## src/rtl/bas_pkg.sv

```systemverilog
package bas_pkg;

  localparam int BURST_BITS = 2;

  typedef logic [BURST_BITS-1:0] bpos_t;

  // Linear order: start offset plus position, wrapping within the burst.
  function automatic bpos_t low_linear(bpos_t start_low, bpos_t pos);
    return bpos_t'(start_low + pos);
  endfunction

  // Interleaved order: start offset toggled by the position bits.
  function automatic bpos_t low_interleave(bpos_t start_low, bpos_t pos);
    return start_low ^ pos;
  endfunction

endpackage

```

## src/rtl/bas_capture.sv

```systemverilog
module bas_capture #(
  parameter int ADDR_W = 19
) (
  input  logic              clk,
  input  logic              rst_n,
  input  logic              start_evt,
  input  logic [ADDR_W-1:0] addr_in,
  input  logic              order_in,
  output logic [ADDR_W-1:0] base_q,
  output logic              order_q
);

  always_ff @(posedge clk or negedge rst_n) begin
    if (!rst_n) begin
      base_q  <= '0;
      order_q <= 1'b0;
    end else if (start_evt) begin
      base_q  <= addr_in;
      order_q <= order_in;
    end
  end

endmodule

```

## src/rtl/bas_counter.sv

```systemverilog
module bas_counter
  import bas_pkg::*;
(
  input  logic  clk,
  input  logic  rst_n,
  input  logic  start_evt,
  input  logic  step_evt,
  output bpos_t pos_q
);

  always_ff @(posedge clk or negedge rst_n) begin
    if (!rst_n) begin
      pos_q <= '0;
    end else if (start_evt) begin
      pos_q <= '0;
    end else if (step_evt) begin
      pos_q <= bpos_t'(pos_q + 1'b1);
    end
  end

endmodule

```

## src/rtl/bas_lowmap.sv

```systemverilog
module bas_lowmap
  import bas_pkg::*;
(
  input  bpos_t start_low,
  input  bpos_t pos,
  input  logic  interleave,
  output bpos_t low_out
);

  bpos_t lin_low;
  bpos_t il_low;

  assign lin_low = low_linear(start_low, pos);
  assign il_low  = low_interleave(start_low, pos);
  assign low_out = interleave ? il_low : lin_low;

endmodule

```

## src/rtl/burst_addr_seq.sv

```systemverilog
module burst_addr_seq
  import bas_pkg::*;
#(
  parameter int ADDR_W = 19
) (
  input  logic              clk,
  input  logic              rst_n,
  input  logic [ADDR_W-1:0] addr_in,
  input  logic              proc_start_n,
  input  logic              ctrl_start_n,
  input  logic              adv_n,
  input  logic              order_sel,
  output logic [ADDR_W-1:0] addr_out,
  output logic [1:0]        burst_pos
);

  localparam int UPPER_W = ADDR_W - BURST_BITS;

  // Named events for the checker.
  logic start_evt;
  logic step_evt;

  logic [ADDR_W-1:0] base_q;
  logic              order_q;
  bpos_t             pos_q;
  bpos_t             low_bits;

  assign start_evt = !proc_start_n || !ctrl_start_n;
  assign step_evt  = !adv_n && !start_evt;

  bas_capture #(.ADDR_W(ADDR_W)) u_capture (
    .clk       (clk),
    .rst_n     (rst_n),
    .start_evt (start_evt),
    .addr_in   (addr_in),
    .order_in  (order_sel),
    .base_q    (base_q),
    .order_q   (order_q)
  );

  bas_counter u_counter (
    .clk       (clk),
    .rst_n     (rst_n),
    .start_evt (start_evt),
    .step_evt  (step_evt),
    .pos_q     (pos_q)
  );

  bas_lowmap u_lowmap (
    .start_low  (base_q[BURST_BITS-1:0]),
    .pos        (pos_q),
    .interleave (order_q),
    .low_out    (low_bits)
  );

  assign addr_out  = {base_q[ADDR_W-1 -: UPPER_W], low_bits};
  assign burst_pos = pos_q;

endmodule

```

## config.mk

```make
export PLATFORM = sky130hd
export DESIGN_NAME = burst_addr_seq
export DESIGN_NICKNAME = d
export VERILOG_FILES = /design/src/rtl/bas_pkg.sv /design/src/rtl/bas_capture.sv /design/src/rtl/bas_counter.sv /design/src/rtl/bas_lowmap.sv /design/src/rtl/burst_addr_seq.sv
export SDC_FILE = /design/constraint.sdc
export NUM_CORES = 1
export LEC_CHECK = 0
export ABC_AREA = 1
export BUFFER_PORTS_ARGS = -buffer_cell sky130_fd_sc_hd__buf_2
export CAP_MARGIN = 0
export CORE_MARGIN = 2
export CORE_UTILIZATION = 46
export CTS_CLUSTER_SIZE = 12
export DETAILED_ROUTE_END_ITERATION = 7
export GPL_ROUTABILITY_DRIVEN = 0
export PLACE_DENSITY = 0.79
export SLEW_MARGIN = 0
export SYNTH_ARGS = -nofsm -noshare
export SYNTH_HDL_FRONTEND = slang
export SYNTH_SLANG_ARGS = --single-unit
```

## constraint.sdc

```tcl
create_clock -name clk -period 1.2 [get_ports clk]
set_clock_uncertainty 0.15 [all_clocks]
set_input_delay 0.18 -clock clk [delete_from_list [all_inputs] [get_ports clk]]
set_output_delay 0.18 -clock clk [all_outputs]
set_load 0.01 [all_outputs]
```

Word level (Yosys, flattened, before mapping)
Cells that the tools add are included.
{"block": "totals", "reg_bits": 22, "inputBits": 25, "output_inout_bits": 21, "word_cells": 16}
{"block": "classes", "n_addsub": 2, "muxes": 3, "bitwise": 1, "n_reduce_logical": 7}
{"op": "$mux W2", "n": 3}
{"op": "$logic_not A1 Y1", "n": 4}
{"op": "$add A2 B1 Y2 const B", "n": 1}
{"op": "$add A2 B2 Y2", "n": 1}
{"op": "$reduce_bool A2 Y1", "n": 1}
{"op": "$xor A2 B2 Y2", "n": 1}
{"op": "$logic_and A1 B1 Y1", "n": 1}
{"op": "$logic_or A1 B1 Y1", "n": 1}

Depth between registers and ports, before layout
{"block": "logic_depth", "ltp_word": 6, "depth_mapped": 6}

By module
From an unflattened synthesis, not the netlist that was laid out.
{"block": "unflattened", "cells_unflattened": 113, "hier_area_um2": 933.4}
{"mod": "bas_capture", "n_inst": 1, "cells_each": 85, "area_each_um2": 767.0, "seq_area_each_um2": 500.5}
{"mod": "bas_counter", "n_inst": 1, "cells_each": 11, "area_each_um2": 86.3, "seq_area_each_um2": 50.0}
{"mod": "bas_lowmap", "n_inst": 1, "cells_each": 15, "area_each_um2": 67.6, "seq_area_each_um2": 0.0}
{"mod": "burst_addr_seq", "n_inst": 1, "cells_each": 2, "area_each_um2": 12.5, "seq_area_each_um2": 0.0}

Worst setup path before layout
OpenSTA, ideal clock, no wires.
{"block": "synth_timing", "path_kind": "reg-to-output", "start": "reg u_counter.pos_q[0]", "end": "out addr_out[1]", "t_arrival_ps": 902, "t_required_ps": 870, "setup_slack_ps": -32, "stages_incl_launch_ff": 7, "path_cell_list": "dfrtp_1 ha_1 inv_1 nor2_1 nand3_1 nand2_1 inv_1"}
{"block": "synth_between", "elab_chain_len": 2}
{"item": "start: declaration", "line_no": "bas_counter.sv:8", "rtl": "output bpos_t pos_q"}
{"item": "start signal: assignment", "line_no": "bas_counter.sv:17", "rtl": "pos_q <= bpos_t'(pos_q + 1'b1);"}
{"item": "$add A2 B2 Y2", "line_no": "bas_pkg.sv:9", "rtl": "return bpos_t'(start_low + pos);"}
{"item": "$mux W2", "line_no": "bas_lowmap.sv:15", "rtl": "assign low_out = interleave ? il_low : lin_low;"}
{"item": "end: declaration", "line_no": "burst_addr_seq.sv:13", "rtl": "output logic [ADDR_W-1:0] addr_out,"}
Every way passes these cells.

Worst setup path after layout
Same ends and word-level chain as after synthesis.

==> summary.md <==
| Metric | Value |
|---|---|
| Outcome | `finished with violations` |
| Failing checks | `setup timing` |
| Netlist Area Pre-Place | `~0.0010 sq mm` |
| Synthesized instance count | `approximately 130` |
| Rel. slew slack | `0.674` |
| R2r setup slk | `0 ps` |
| CP max stage cell | `dfrtp_1` |
| Final period util | `1.36` |
| Vias in the first global route | `between 900 and 1,000` |
| Clock sinks | `22` |
| Top-area cell type share of the netlist area | `0.528` |
| ANT nets after route | `0` |
| Setup TNS Final | `-1000 ps` |
| Global-route usage over all layers | `0.196` |
| Antenna violations before repair | `0` |
| HP Class | `primary input to register` |
| Reg2reg start | `u_counter.pos_q[0]` |
| Crit path buffers/inverters | `3` |
| Area delta synth->final | `44.8%` |
| Hold-critical path depth | `4` |
| Leakage | `roughly 0.84 nW` |
| Crit-path cells | `ha_4 -> inv_2 -> nor2_2 -> nand3_1 -> nand2_1 -> inv_2 -> buf_6` |
| First-pass GRT wire length | `between 3000 and 4000 um` |
| Drc violations | `0` |
| Worst setup EP type | `output pin` |
| Register area share after synthesis | `0.528` |
| Crit path max fanout | `2` |
| Final Total Pwr | `0.00159 W` |
| Final setup fails | `5` |
| Cell row count | `17` |
| DIE HEIGHT | `51.6 um` |
| Routed WL | `2450 um` |
| Worst-margin pin slew | `489 ps` |
| Post-synthesis cell type with the largest combined area | `dfrtp_1` |
| Final Hold Viols | `0` |
| Dominant cells by area after synthesis | `dfrtp_1 53%, nand2_1 23%, buf_4 13%` |
| Min-delay src | `adv_n` |
| Largest net degree at the start of global routing | `23` |
| Cell family with most CP delay | `flip-flops` |
| Die X | `slightly above 50 um` |
| Startpoint types | `register` |
| CP most frequent cell | `inv_2` |
| Max VDD drop | `0.000731 V` |
| Remaining global-route overflow | `0` |
| Seq cells post-synth | `22` |
| Reg2Reg Capture Point | `u_counter.pos_q[1]` |
| CTS tree | `yes` |
| CTS Buf Count | `3` |
| CP Data Arrival Time | `1300 ps` |
| Avg Cell Area, Syn | `roughly 8.3 sq um` |
| PwrDens | `1050 mW/mm^2` |
| FF-to-FF path depth | `4` |
| Final setup margin | `-432 ps` |
| RSZ-0062 raised after global routing | `yes` |
| Drt pass-1 iters | `4` |
| Final Slew Violations | `0` |
| Period minus WS final | `~1600 ps` |
| Initial Utilization | `0.481` |
| HPWL Detailed | `roughly 1400 um` |
| CP Class | `register to output pin` |
| CP peak stage delay | `430 ps` |
| H-tree Lvls | `1` |
| DR vias | `between 900 and 1,000` |
| Top Ports | `46` |
| Stages on the worst setup path | `7` |
| Synth warn | `0` |
| Post-DR wirelength/cell | `11.5 um` |
| Cell variety after synth | `15` |
| Clock Pin Slew Worst Setup and Hold Paths | `between 100 and 150 ps` |
| Clk_lat worst skew | `300 ps` |
| Net Count, Synth | `152` |
| Highest Clock Rate | `613 MHz` |
| Clk root buf | `clkbuf_4` |
| WHS Endpoint | `u_counter.pos_q[0]` |
| Max Root-Sink Buffers | `2` |
| Area of the core | `between 0.002 and 0.0025 sq mm` |
| Final #Nets | `212` |
| Port buffer count | `45` |
| Fraction of layout cells with a size suffix above 1 | `0.368` |
| Initial DRC count | `10` |
| Routed vias/inst | `about 4.5` |
| CP Data Required Time | `about 870 ps` |
| # diodes | `0` |
| Die area | `between 0.002 and 0.003 sq mm` |
| Maxcap violations | `0` |
-- logic make-up after synthesis --
logic type                 share of synthesized area
AOI/OAI and AO/OA                             0.0228
adders and majority gates                     0.0120
buffers and inverters                          0.175
DFF                                            0.528
and+or+nand+nor                                0.263
-- area by class of cell --
type	count	area (sq um)
fill	159	658
multi-input combinational	76	328
inverter	7	26.3
timing repair buffer	76	536
tap	28	35.0
sequential	22	551
clock buffer	4	36.3
-- report_power, final --
group,switching (W),internal (W)
logic,0.000166,0.000190
registers,0.0000348,0.000799
clock network,0.000214,0.000185
total,0.000415,0.00117
-- timing repair --
action	CTS	global route
gates resized for setup	2	7
setup endpoints to repair	4	19
pin swaps	0	1
hold buffers	21	0
hold endpoints to repair	42	0
buffers inserted	2	5
-- registers in the layout (all words and copies together), names as in the netlist --
signal,count
u_capture.base_q,19
u_capture.order_q,1
u_counter.pos_q,2
-- cells in the mapped netlist (all sizes together) --
| library cell | number |
|---|---|
| nand3 | 2 |
| dfrtp | 22 |
| a21oi | 1 |
| nor2 | 4 |
| nand2 | 65 |
| inv | 7 |
| ha | 1 |
| buf | 21 |
| o21ai | 3 |
-- layout by cell type, fill, tap and decap left out, types with 2 or more instances in the layout --
cell,count
inv_1,4
nand2_2,2
nor2_2,2
nand2_1,63
nor2_1,2
clkbuf_4,3
inv_2,3
nand3_1,2
buf_4,10
buf_6,4
buf_2,41
dfrtp_1,22
dlygate4sd3_1,21
o21ai_1,2
-- how the worst max path moves through the flow --
stage	from	end	slack, ps
2_1_floorplan	u_counter.pos_q[0]	addr_out[1]	-20
4_1_cts	u_capture.base_q[0]	addr_out[1]	-400
3_3_place_gp	u_counter.pos_q[0]	addr_out[1]	-20
3_5_place_dp	u_capture.base_q[0]	addr_out[1]	-60
6_report	u_counter.pos_q[0]	addr_out[1]	-430
5_1_grt	u_counter.pos_q[0]	addr_out[1]	-550
-- worst min-delay path, delay by kind of cell --
kind	cells	cell delay [ps]
simple gates	2	130
buf+inv	2	140
-- layer usage --
layer  global-route usage  vias to the layer above  wire [um]  share of wire
li1                     -                      479          -              -
met1                0.234                      431       1020           0.42
met2                0.365                       37       1280           0.52
met3               0.0374                        2        130          0.053
met4               0.0395                        0         14         0.0057
met5                    0                        -          0              0
-- through the flow --
stage	hold WS [ps]	instance area (sq um)	setup WS, ps	std cells	util
floorplan	-266	1050	-22.4	126	-
global placement	6.58	1180	-20.5	182	0.544
detailed placement	21.7	1180	-61.4	182	0.544
CTS	0.0457	1450	-405	208	0.667
global route	27.4	1510	-551	213	0.697
finish	22.3	1510	-432	213	0.697
Note: power is estimated with default switching activity, not from simulation.
